## src/rtl/lsu_pkg.sv

```systemverilog
package lsu_pkg;

    typedef enum logic [5:0] {
        OP_LD_U8   = 6'h03,
        OP_LD_S8   = 6'h04,
        OP_LD_U16  = 6'h05,
        OP_LD_S16  = 6'h06,
        OP_LD_W    = 6'h07,
        OP_ST_8    = 6'h08,
        OP_ST_16   = 6'h09,
        OP_ST_W    = 6'h0A
    } mem_op_e;

    typedef enum logic [1:0] {
        SZ_BYTE = 2'd0,
        SZ_HALF = 2'd1,
        SZ_WORD = 2'd2
    } acc_size_e;

    typedef struct packed {
        logic      is_load;
        logic      is_store;
        logic      sext;
        acc_size_e size;
    } acc_desc_t;

    function automatic acc_desc_t decode_op(input logic [5:0] op);
        acc_desc_t d;
        d = '{is_load: 1'b0, is_store: 1'b0, sext: 1'b0, size: SZ_BYTE};
        unique case (op)
            OP_LD_U8:  begin d.is_load = 1'b1; d.size = SZ_BYTE; end
            OP_LD_S8:  begin d.is_load = 1'b1; d.size = SZ_BYTE; d.sext = 1'b1; end
            OP_LD_U16: begin d.is_load = 1'b1; d.size = SZ_HALF; end
            OP_LD_S16: begin d.is_load = 1'b1; d.size = SZ_HALF; d.sext = 1'b1; end
            OP_LD_W:   begin d.is_load = 1'b1; d.size = SZ_WORD; end
            OP_ST_8:   begin d.is_store = 1'b1; d.size = SZ_BYTE; end
            OP_ST_16:  begin d.is_store = 1'b1; d.size = SZ_HALF; end
            OP_ST_W:   begin d.is_store = 1'b1; d.size = SZ_WORD; end
            default:   d = d;
        endcase
        return d;
    endfunction

endpackage

```

## src/rtl/lsu_addr_unit.sv

```systemverilog
module lsu_addr_unit
    import lsu_pkg::*;
#(
    parameter int ADDR_W = 32,
    parameter int OFF_W  = 16,
    parameter int DATA_W = 32,
    localparam int NB    = DATA_W / 8,
    localparam int LW    = $clog2(NB)
) (
    input  logic [ADDR_W-1:0]    base,
    input  logic [OFF_W-1:0]     offset,
    input  acc_size_e            size,
    output logic [ADDR_W-LW-1:0] word_addr,
    output logic [LW-1:0]        lane,
    output logic [NB-1:0]        lane_mask,
    output logic                 aligned
);
    logic [ADDR_W-1:0] ea;

    always_comb begin
        ea        = base + {{(ADDR_W-OFF_W){offset[OFF_W-1]}}, offset};
        word_addr = ea[ADDR_W-1:LW];
        lane      = ea[LW-1:0];
        unique case (size)
            SZ_BYTE: begin
                aligned   = 1'b1;
                lane_mask = NB'(1) << lane;
            end
            SZ_HALF: begin
                aligned   = ~ea[0];
                lane_mask = NB'(3) << lane;
            end
            default: begin
                aligned   = (ea[LW-1:0] == '0);
                lane_mask = '1;
            end
        endcase
    end
endmodule

```

## src/rtl/lsu_store_lanes.sv

```systemverilog
module lsu_store_lanes
    import lsu_pkg::*;
#(
    parameter int DATA_W = 32,
    localparam int NB    = DATA_W / 8
) (
    input  logic [DATA_W-1:0] src,
    input  acc_size_e         size,
    output logic [DATA_W-1:0] lanes
);
    for (genvar i = 0; i < NB; i++) begin : g_lane
        always_comb begin
            unique case (size)
                SZ_BYTE: lanes[8*i +: 8] = src[7:0];
                SZ_HALF: lanes[8*i +: 8] = src[8*(i%2) +: 8];
                default: lanes[8*i +: 8] = src[8*i +: 8];
            endcase
        end
    end
endmodule

```

## src/rtl/lsu_load_extract.sv

```systemverilog
module lsu_load_extract
    import lsu_pkg::*;
#(
    parameter int DATA_W = 32,
    localparam int NB    = DATA_W / 8,
    localparam int LW    = $clog2(NB)
) (
    input  logic [DATA_W-1:0] rdata,
    input  logic [LW-1:0]     lane,
    input  acc_size_e         size,
    input  logic              sext,
    output logic [DATA_W-1:0] result
);
    logic [DATA_W-1:0] shifted;

    always_comb begin
        shifted = rdata >> {lane, 3'b000};
        unique case (size)
            SZ_BYTE: result = {{(DATA_W-8){sext & shifted[7]}}, shifted[7:0]};
            SZ_HALF: result = {{(DATA_W-16){sext & shifted[15]}}, shifted[15:0]};
            default: result = rdata;
        endcase
    end
endmodule

```

## src/rtl/lsu_lane_aligner.sv

```systemverilog
module lsu_lane_aligner
    import lsu_pkg::*;
#(
    parameter int ADDR_W = 32,
    parameter int OFF_W  = 16,
    parameter int DATA_W = 32,
    localparam int NB    = DATA_W / 8,
    localparam int LW    = $clog2(NB)
) (
    input  logic                 clk,
    input  logic                 rst_n,
    input  logic                 req_valid,
    output logic                 req_ready,
    input  logic [5:0]           req_op,
    input  logic [ADDR_W-1:0]    req_base,
    input  logic [OFF_W-1:0]     req_offset,
    input  logic [DATA_W-1:0]    req_wdata,
    output logic                 mem_re,
    output logic                 mem_we,
    output logic [ADDR_W-LW-1:0] mem_addr,
    output logic [NB-1:0]        mem_be,
    output logic [DATA_W-1:0]    mem_wdata,
    input  logic                 mem_rvalid,
    input  logic [DATA_W-1:0]    mem_rdata,
    output logic                 ld_valid,
    output logic [DATA_W-1:0]    ld_data,
    output logic                 misalign
);
    typedef enum logic {S_IDLE, S_WAIT} state_e;

    state_e            state_q, state_d;
    acc_desc_t         desc;
    logic [LW-1:0]     lane;
    logic [NB-1:0]     lane_mask;
    logic              aligned;
    logic [DATA_W-1:0] placed;
    logic [DATA_W-1:0] extracted;
    logic              in_wait;
    logic              accept, go_ld, go_st, bad;

    logic [LW-1:0]     pend_lane_q;
    acc_size_e         pend_size_q;
    logic              pend_sext_q;

    assign desc = decode_op(req_op);

    lsu_addr_unit #(.ADDR_W(ADDR_W), .OFF_W(OFF_W), .DATA_W(DATA_W)) u_addr (
        .base      (req_base),
        .offset    (req_offset),
        .size      (desc.size),
        .word_addr (mem_addr),
        .lane      (lane),
        .lane_mask (lane_mask),
        .aligned   (aligned)
    );

    lsu_store_lanes #(.DATA_W(DATA_W)) u_st (
        .src   (req_wdata),
        .size  (desc.size),
        .lanes (placed)
    );

    lsu_load_extract #(.DATA_W(DATA_W)) u_ld (
        .rdata  (mem_rdata),
        .lane   (pend_lane_q),
        .size   (pend_size_q),
        .sext   (pend_sext_q),
        .result (extracted)
    );

    // Request handshake and access strobes
    always_comb begin
        in_wait   = (state_q == S_WAIT);
        req_ready = in_wait ? mem_rvalid : 1'b1;
        accept    = req_valid & req_ready;
        go_ld     = accept & desc.is_load & aligned;
        go_st     = accept & desc.is_store & aligned;
        bad       = accept & (desc.is_load | desc.is_store) & ~aligned;
        mem_re    = go_ld;
        mem_we    = go_st;
        mem_be    = (go_ld | go_st) ? lane_mask : '0;
        mem_wdata = go_st ? placed : '0;
    end

    // Next-state logic
    always_comb begin
        state_d = state_q;
        unique case (state_q)
            S_IDLE: if (go_ld) state_d = S_WAIT;             // issue_load
            S_WAIT: if (mem_rvalid) begin
                        state_d = go_ld ? S_WAIT : S_IDLE;   // chain_load / complete
                    end                                      // else hold
        endcase
    end

    // State register
    always_ff @(posedge clk) begin
        if (!rst_n) state_q <= S_IDLE;
        else        state_q <= state_d;
    end

    // Registered outputs and pending-load descriptor
    always_ff @(posedge clk) begin
        if (!rst_n) begin
            ld_valid    <= 1'b0;
            ld_data     <= '0;
            misalign    <= 1'b0;
            pend_lane_q <= '0;
            pend_size_q <= SZ_BYTE;
            pend_sext_q <= 1'b0;
        end else begin
            misalign <= bad;
            ld_valid <= in_wait & mem_rvalid;
            if (in_wait && mem_rvalid) ld_data <= extracted;
            if (go_ld) begin
                pend_lane_q <= lane;
                pend_size_q <= desc.size;
                pend_sext_q <= desc.sext;
            end
        end
    end
endmodule

```

## config.mk

```make
export PLATFORM = sky130hd
export DESIGN_NAME = lsu_lane_aligner
export DESIGN_NICKNAME = d
export VERILOG_FILES = /design/src/rtl/lsu_pkg.sv /design/src/rtl/lsu_addr_unit.sv /design/src/rtl/lsu_store_lanes.sv /design/src/rtl/lsu_load_extract.sv /design/src/rtl/lsu_lane_aligner.sv
export SDC_FILE = /design/constraint.sdc
export NUM_CORES = 1
export LEC_CHECK = 0
export BUFFER_PORTS_ARGS = -buffer_cell sky130_fd_sc_hd__buf_2
export CAP_MARGIN = 20
export CORE_MARGIN = 8
export CORE_UTILIZATION = 45
export DETAILED_ROUTE_END_ITERATION = 7
export GPL_ROUTABILITY_DRIVEN = 0
export PLACE_DENSITY = 0.85
export SLEW_MARGIN = 25
export SYNTH_ARGS = -nofsm -noshare
export SYNTH_HDL_FRONTEND = slang
export SYNTH_HIERARCHICAL = 1
export SYNTH_SLANG_ARGS = --single-unit
```

## constraint.sdc

```tcl
create_clock -name clk -period 2.2 [get_ports clk]
set_input_delay 0.11 -clock clk [delete_from_list [all_inputs] [get_ports clk]]
set_output_delay 0.11 -clock clk [all_outputs]
set_load 0.05 [all_outputs]
```

==> impl_metrics.yaml, run 1 <==
power_and_ir_drop:
  p_per_area_nw_per_um2: 439
  peakVddDrop_uv: 481
  leakage_uw: 0.00368
  power.total_uw: 3540
yosys:
  synth_top_area_frac: 0.159
  syn_area_um2: 5030
  ys_types: 79
  ys_seq_area_frac: 0.159
  ys_ff_latch: 40
  synthSimpleGateAreaFrac: 0.279
  synth_compound_area_frac: 0.278
  ys.flop_type: "dfxtp_1"
  synth.area.mux_share: 0.0796
  syn_nets: 844
  yosysTopAreaCell: "dfxtp_1"
  yosysWarnings: 6
  async_flop_share: 0
  syn_area_per_cell_um2: 7.29
  netlist_instances: 690
  synth-xor-area-share: 0.0488
  synth_top_family_by_area: "simple AND/OR/NAND/NOR gates"
  synth_area_leaders: "dfxtp_1 (16%), nand2_1 (10%), a21oi_1 (7.8%)"
  synth_edf_count: 0
  synthAdderAreaFrac: 0.0811
placed_design:
  pre_cts_ws_ns: -0.435
  dp_cells: 1114
  port_buffers: 224
  post-dp-hpwl_mm: 15.0
  placed_area_um2: 7120
timing:
  timing.fmax_mhz: 410
  layout_setup_ws_ns: -0.238
  setup-tns-final_ns: -1.16
  setup_viol: 10
  skew_ns: 0.0140
  finalCriticalPeriod_ns: 2.44
  rsz0062_at_grt: "yes"
  slew_headroom: 0.612
  fin_crit_sh: 1.11
  finalHoldViolCount: 0
  slew_viol_final: 0
  worstMarginPinSlew_ns: 0.582
critical_path:
  r2r_cells: 7
  worstPathArrival_ns: 2.33
  crit_start: "req_base[0]"
  worstPathMaxFanout: 4
  cp.required_ns: 2.09
  crit_slowest_cell: "a211o_1"
  cp_cell_sequence: "buf_8 > ha_4 > inv_2 > fa_2 > nor2b_4 > o2111ai_4 > a211o_1 > a211o_1 > nand3b_1 > xor2_4 > buf_8"
  crit_path_max_incr_delay_ns: 0.41
  rr_startpoint: "pend_lane_q[1]"
  cp-end-kind: "output pin"
  worstSetupPathType: "in -> out"
  crit_path_start_kind: "input port"
floorplan:
  initial_core_util: 0.462
  core_um2: 10900
  rows: 38
  die_w_um: 122
  ioPinCount: 225
  die_h_um: 122
  dieArea_um2: 14800
global_route:
  grt_usage: 0.256
  grt_antenna_before_repair: 0
  overflow: 0
  grt_max_degree: 39
  grt_pass1_vias: 6562
  grt_pass1_wl_mm: 31.5
worst_hold_path:
  min_from: "req_valid"
  hold_depth: 3
  hold_path.class: "in -> reg"
drt:
  first_iter_violations: 731
  ant_nets: 0
  wl_met1_mm: 7.97
  dr_wl_met2_mm: 11.0
  num_vias: 6864
  drc: 0
  finalWirelength_mm: 22.7
  route.detailed.vias_per_inst: 6.06
  avgRoutedWirePerCell_um: 20.0
  highest_layer: "met4"
  drtPass1Iterations: 6
  met3_length_mm: 2.40
clock_tree:
  insertion_delay_ns: 0.31
  clk_transition_reported_paths_ns: 0.08
  cts_buffers: 5
  cts_hold_buf: 0
  cts_num_sinks: 40
  cts_tree: "built"
  root_buffer: "clkbuf_8"
  htree_num_levels: 2
  ctsLongestPathBuffers: 2
outcome:
  status: "complete, but fails checks"
  failed_checks: "negative setup slack"
finish:
  mostFrequentLayoutCell: "buf_2"
  stdcell_count: 1133
  area_growth_pct: 60.5
  fin_area_um2: 8080
  final_layout_size_suffix_gt1_frac: 0.507
  nets: 1146
  antenna_cells: 0
  final_cell_mix: "buf_2 (169), buf_4 (150), nand2_1 (134)"
flow_run:
  drv_cap: 0
## cell usage after synthesis, types with 10 or more instances
cell	instances
and2_1	25
o21ai_0	27
inv_1	14
a21oi_1	78
nor2_1	25
mux2i_1	16
xnor2_1	16
buf_2	12
nor3_1	10
ha_1	31
buf_6	10
clkbuf_1	22
nand2_1	135
xor2_1	12
and2_2	13
mux2_2	14
nand3_1	12
o21ai_1	15
dfxtp_1	40
## area by class of cell
class                      instances  area (um2)
multi-input combinational        585        4670
fill                             723        2810
timing repair buffer             345        2280
sequential                        40         801
tap                              140         175
clock buffer                       6        82.6
inverter                          15        56.3
clock inverter                     2        15.0
## worst max-delay path: cells and delay by family
family / cells / cell delay [ns]
AOI/OAI and AO/OA: 3 / 0.89
xor gates and xnor gates: 1 / 0.18
adders and majority gates: 2 / 0.51
buffers and inverters: 3 / 0.27
and+or+nand+nor: 2 / 0.36
## path summary, 6_finish.rpt
path	slack, ns	endpoint
max reg2reg	0.26	ld_data[30]
min reg2reg	0.45	ld_data[20]
min	0.09	misalign
max	-0.24	mem_addr[18]
## per-stage QoR
step / hold WS, ns / utilization
floorplan: 0.243 / -
global placement: 0.383 / 0.654
detailed placement: 0.387 / 0.654
CTS: 0.0632 / 0.715
global route: 0.0819 / 0.742
finish: 0.0854 / 0.742
## routing by layer
metal,vias up,track usage
met3,141,0.0592
met5,-,0
met4,0,0.126
li1,3074,-
met2,509,0.458
met1,3140,0.279
## sequential cells by signal (all words and copies together), names as in the netlist
signal / count
pend_size_q: 2
ld_valid: 1
pend_sext_q: 1
pend_lane_q: 2
misalign: 1
in_wait: 1
ld_data: 32
## cell families (layout without fill, tap and decap cells)
logic type,Yosys count,count (layout)
flops,40,40
compound gates,211,211
fa+ha+maj,32,32
simple gates,276,279
buf+inv,68,368
mux,35,35
xor+xnor,28,28
## where the power goes
group | internal (uW) | total (uW) | switching, uW
Combinational | 947 | 2290 | 1340
Sequential | 726 | 727 | 1.71
Clock | 254 | 525 | 271
Total | 1930 | 3540 | 1620
## repair_timing
action                                  in CTS  in global routing
hold endpoints to repair                     0                  0
gates resized for setup                    108                 55
setup buffers                                2                  7
endpoints found under the setup margin      51                 55
gates cloned                                 1                  2
pin swaps                                   24                 20
Note: power is estimated with default switching activity, not from simulation.
==> run 2: changes to the inputs <==
--- a/config.mk
+++ b/config.mk
@@ -6,12 +6,11 @@
 export NUM_CORES = 1
 export LEC_CHECK = 0
 export BUFFER_PORTS_ARGS = -buffer_cell sky130_fd_sc_hd__buf_2
-export CAP_MARGIN = 20
 export CORE_MARGIN = 8
-export CORE_UTILIZATION = 45
+export CORE_UTILIZATION = 49
 export DETAILED_ROUTE_END_ITERATION = 7
 export GPL_ROUTABILITY_DRIVEN = 0
-export PLACE_DENSITY = 0.85
+export PLACE_DENSITY = 0.91
 export SLEW_MARGIN = 25
 export SYNTH_ARGS = -nofsm -noshare
 export SYNTH_HDL_FRONTEND = slang
==> run 2 against run 1 <==
Compared with the run above: global-route usage rose by 3.5 points; non-clock buffer count is 2 higher; sequential power about the same; hold slack improved by 0.015 ns; cell area is 0.43% lower; largest cell class unchanged; maximum frequency grew 0.85%; combinational power is essentially flat; the run still ends with negative setup slack left.
==> impl_metrics.yaml, run 2 (synthesized netlist as in run 1, its figures left out) <==
floorplan:
  die_w_um: 117
  ioPinCount: 225
  rows: 37
  initial_core_util: 0.496
  dieArea_um2: 13800
  die_h_um: 117
  core_um2: 10100
timing:
  slew_viol_final: 0
  setup_viol: 8
  timing.hold.ws_ns: 0.100
  slew_headroom: 0.604
  layout_setup_ws_ns: -0.217
  finalCriticalPeriod_ns: 2.42
  timing.fmax_mhz: 414
  rsz0062_at_grt: "yes"
  worstMarginPinSlew_ns: 0.595
  finalHoldViolCount: 0
  skew_ns: 0.00845
  fin_crit_sh: 1.10
clock_tree:
  cts_num_sinks: 40
  htree_num_levels: 2
  root_buffer: "clkbuf_8"
  clk_transition_reported_paths_ns: 0.07
  ctsLongestPathBuffers: 2
  insertion_delay_ns: 0.29
  cts_buffers: 5
  cts_tree: "built"
drt:
  route.detailed.vias_per_inst: 6.06
  drtPass1Iterations: 6
  avgRoutedWirePerCell_um: 20.1
  num_vias: 6844
  first_iter_violations: 898
  drc: 0
  finalWirelength_mm: 22.7
  ant_nets: 0
critical_path:
  r2r_cells: 7
  crit_path_start_kind: "input port"
  cp-end-kind: "output pin"
  worstPathArrival_ns: 2.31
  reg2reg_slack_ns: 0.23
  cp.required_ns: 2.09
  crit_path_max_incr_delay_ns: 0.29
  worstPathMaxFanout: 5
  crit_path_frequent_cell: "buf_4"
  crit_slowest_cell: "a21oi_1"
  path_buf_inv: 4
  rr_startpoint: "pend_lane_q[1]"
  critPathTopFamily: "compound AO/OA/AOI/OAI gates"
  worstSetupPathType: "in -> out"
  path_depth: 11
  r2r-end: "ld_data[20]"
  cp_cell_sequence: "buf_2 > ha_4 > a21oi_1 > o21ai_1 > nor4_2 > buf_4 > a21oi_2 > buf_4 > o211a_1 > a311oi_4 > buf_6"
flow_run:
  drv_cap: 0
power_and_ir_drop:
  swShare: 0.457
  p_per_area_nw_per_um2: 432
  leakage_uw: 0.00368
  clkPwrFrac: 0.132
  power.total_uw: 3470
  p_switching_uw: 1590
  p_seq_frac: 0.209
  peakVddDrop_uv: 379
  p_comb_frac: 0.659
  intPower_uw: 1890
global_route:
  grt_antenna_before_repair: 1
  overflow: 0
  grt_pass1_vias: 6788
  grt_usage: 0.291
  grt_pass1_wl_mm: 33.9
  grt_max_degree: 36
finish:
  final_cell_mix: "buf_2 (173), buf_4 (155), nand2_1 (135)"
  largest_reg_flops: 32
  nFillCells: 599
  post-route-util: 0.793
  area_growth_pct: 59.9
  stdcell_count: 1130
  reg_top3: "ld_data x32, pend_lane_q x2, pend_size_q x2"
  nets: 1147
  regMostFlops: "ld_data"
  final_layout_size_suffix_gt1_frac: 0.514
  mostFrequentLayoutCell: "buf_2"
placed_design:
  dp_cells: 1111
  port_buffers: 224
  post-dp-hpwl_mm: 15.2
  pre_cts_ws_ns: -0.431
worst_hold_path:
  hold_depth: 3
  min_from: "req_valid"
  holdPathEnd: "misalign"
  hold_path.class: "in -> reg"
outcome:
  failed_checks: "negative setup slack"
  status: "complete, but fails checks"
run 2: cell types whose count changed in the layout (fill, tap and decap cells not counted), sizes merged:
cell	before	now
clkinv	1	2
clkinvlp	2	0
diode	0	1
buf	340	345
and3	11	10
clkbuf	11	8
run 2: tightest hold or removal path: stages:
cell,delay [ns]
buf_2,0.12
nand4_1,0.07
nor3_1,0.05
run 2: per-stage QoR:
step | TNS, ns | instance area [um2]
floorplan | -0.443 | 5280
global placement | -5.41 | 7110
detailed placement | -7.02 | 7110
CTS | -0.655 | 7780
global route | -1.59 | 8040
finish | -0.937 | 8040
run 2: layer usage:
layer | track usage | share of wire | vias up | wire length, um
li1 | - | - | 3086 | -
met1 | 0.313 | 0.34 | 3118 | 7700
met2 | 0.523 | 0.51 | 493 | 11500
met3 | 0.0532 | 0.091 | 147 | 2060
met4 | 0.165 | 0.062 | 0 | 1400
met5 | 0 | 0 | - | 0
run 2: cell type report:
cell class | instances | area [um2] | area share
diodes | 1 | 2.50 | 0.000311
clock buffers | 6 | 72.6 | 0.00903
clock inverters | 1 | 5.00 | 0.000622
inverters | 15 | 56.3 | 0.00700
multi-input cells | 584 | 4670 | 0.581
flip-flops and latches | 40 | 801 | 0.0996
well taps | 136 | 170 | 0.0212
repair buffers | 347 | 2260 | 0.282
run 2: what timing repair did:
item	in CTS	in global routing
resized for setup	115	52
pin swaps	23	20
setup endpoints to repair	52	59
buffers inserted	7	3
cloned	1	1
hold buffers	0	0
run 2: power groups by stage:
stage	combinational [uW]	clock, uW	sequential [uW]
after detailed placement	1900	0	744
after floorplan	1240	0	748
after CTS	2090	463	727
after global routing	2390	493	727
after global placement	1860	0	744
final	2290	457	727
run 2: worst max-delay path by stage:
stage                         startpoint            to
after detailed placement   req_offset[0]  mem_addr[26]
after global placement     req_offset[0]  mem_addr[26]
final                     req_offset[13]  mem_addr[26]
after CTS                    req_base[0]  mem_addr[26]
after global routing      req_offset[15]  mem_addr[26]
after floorplan            req_offset[0]  mem_addr[26]
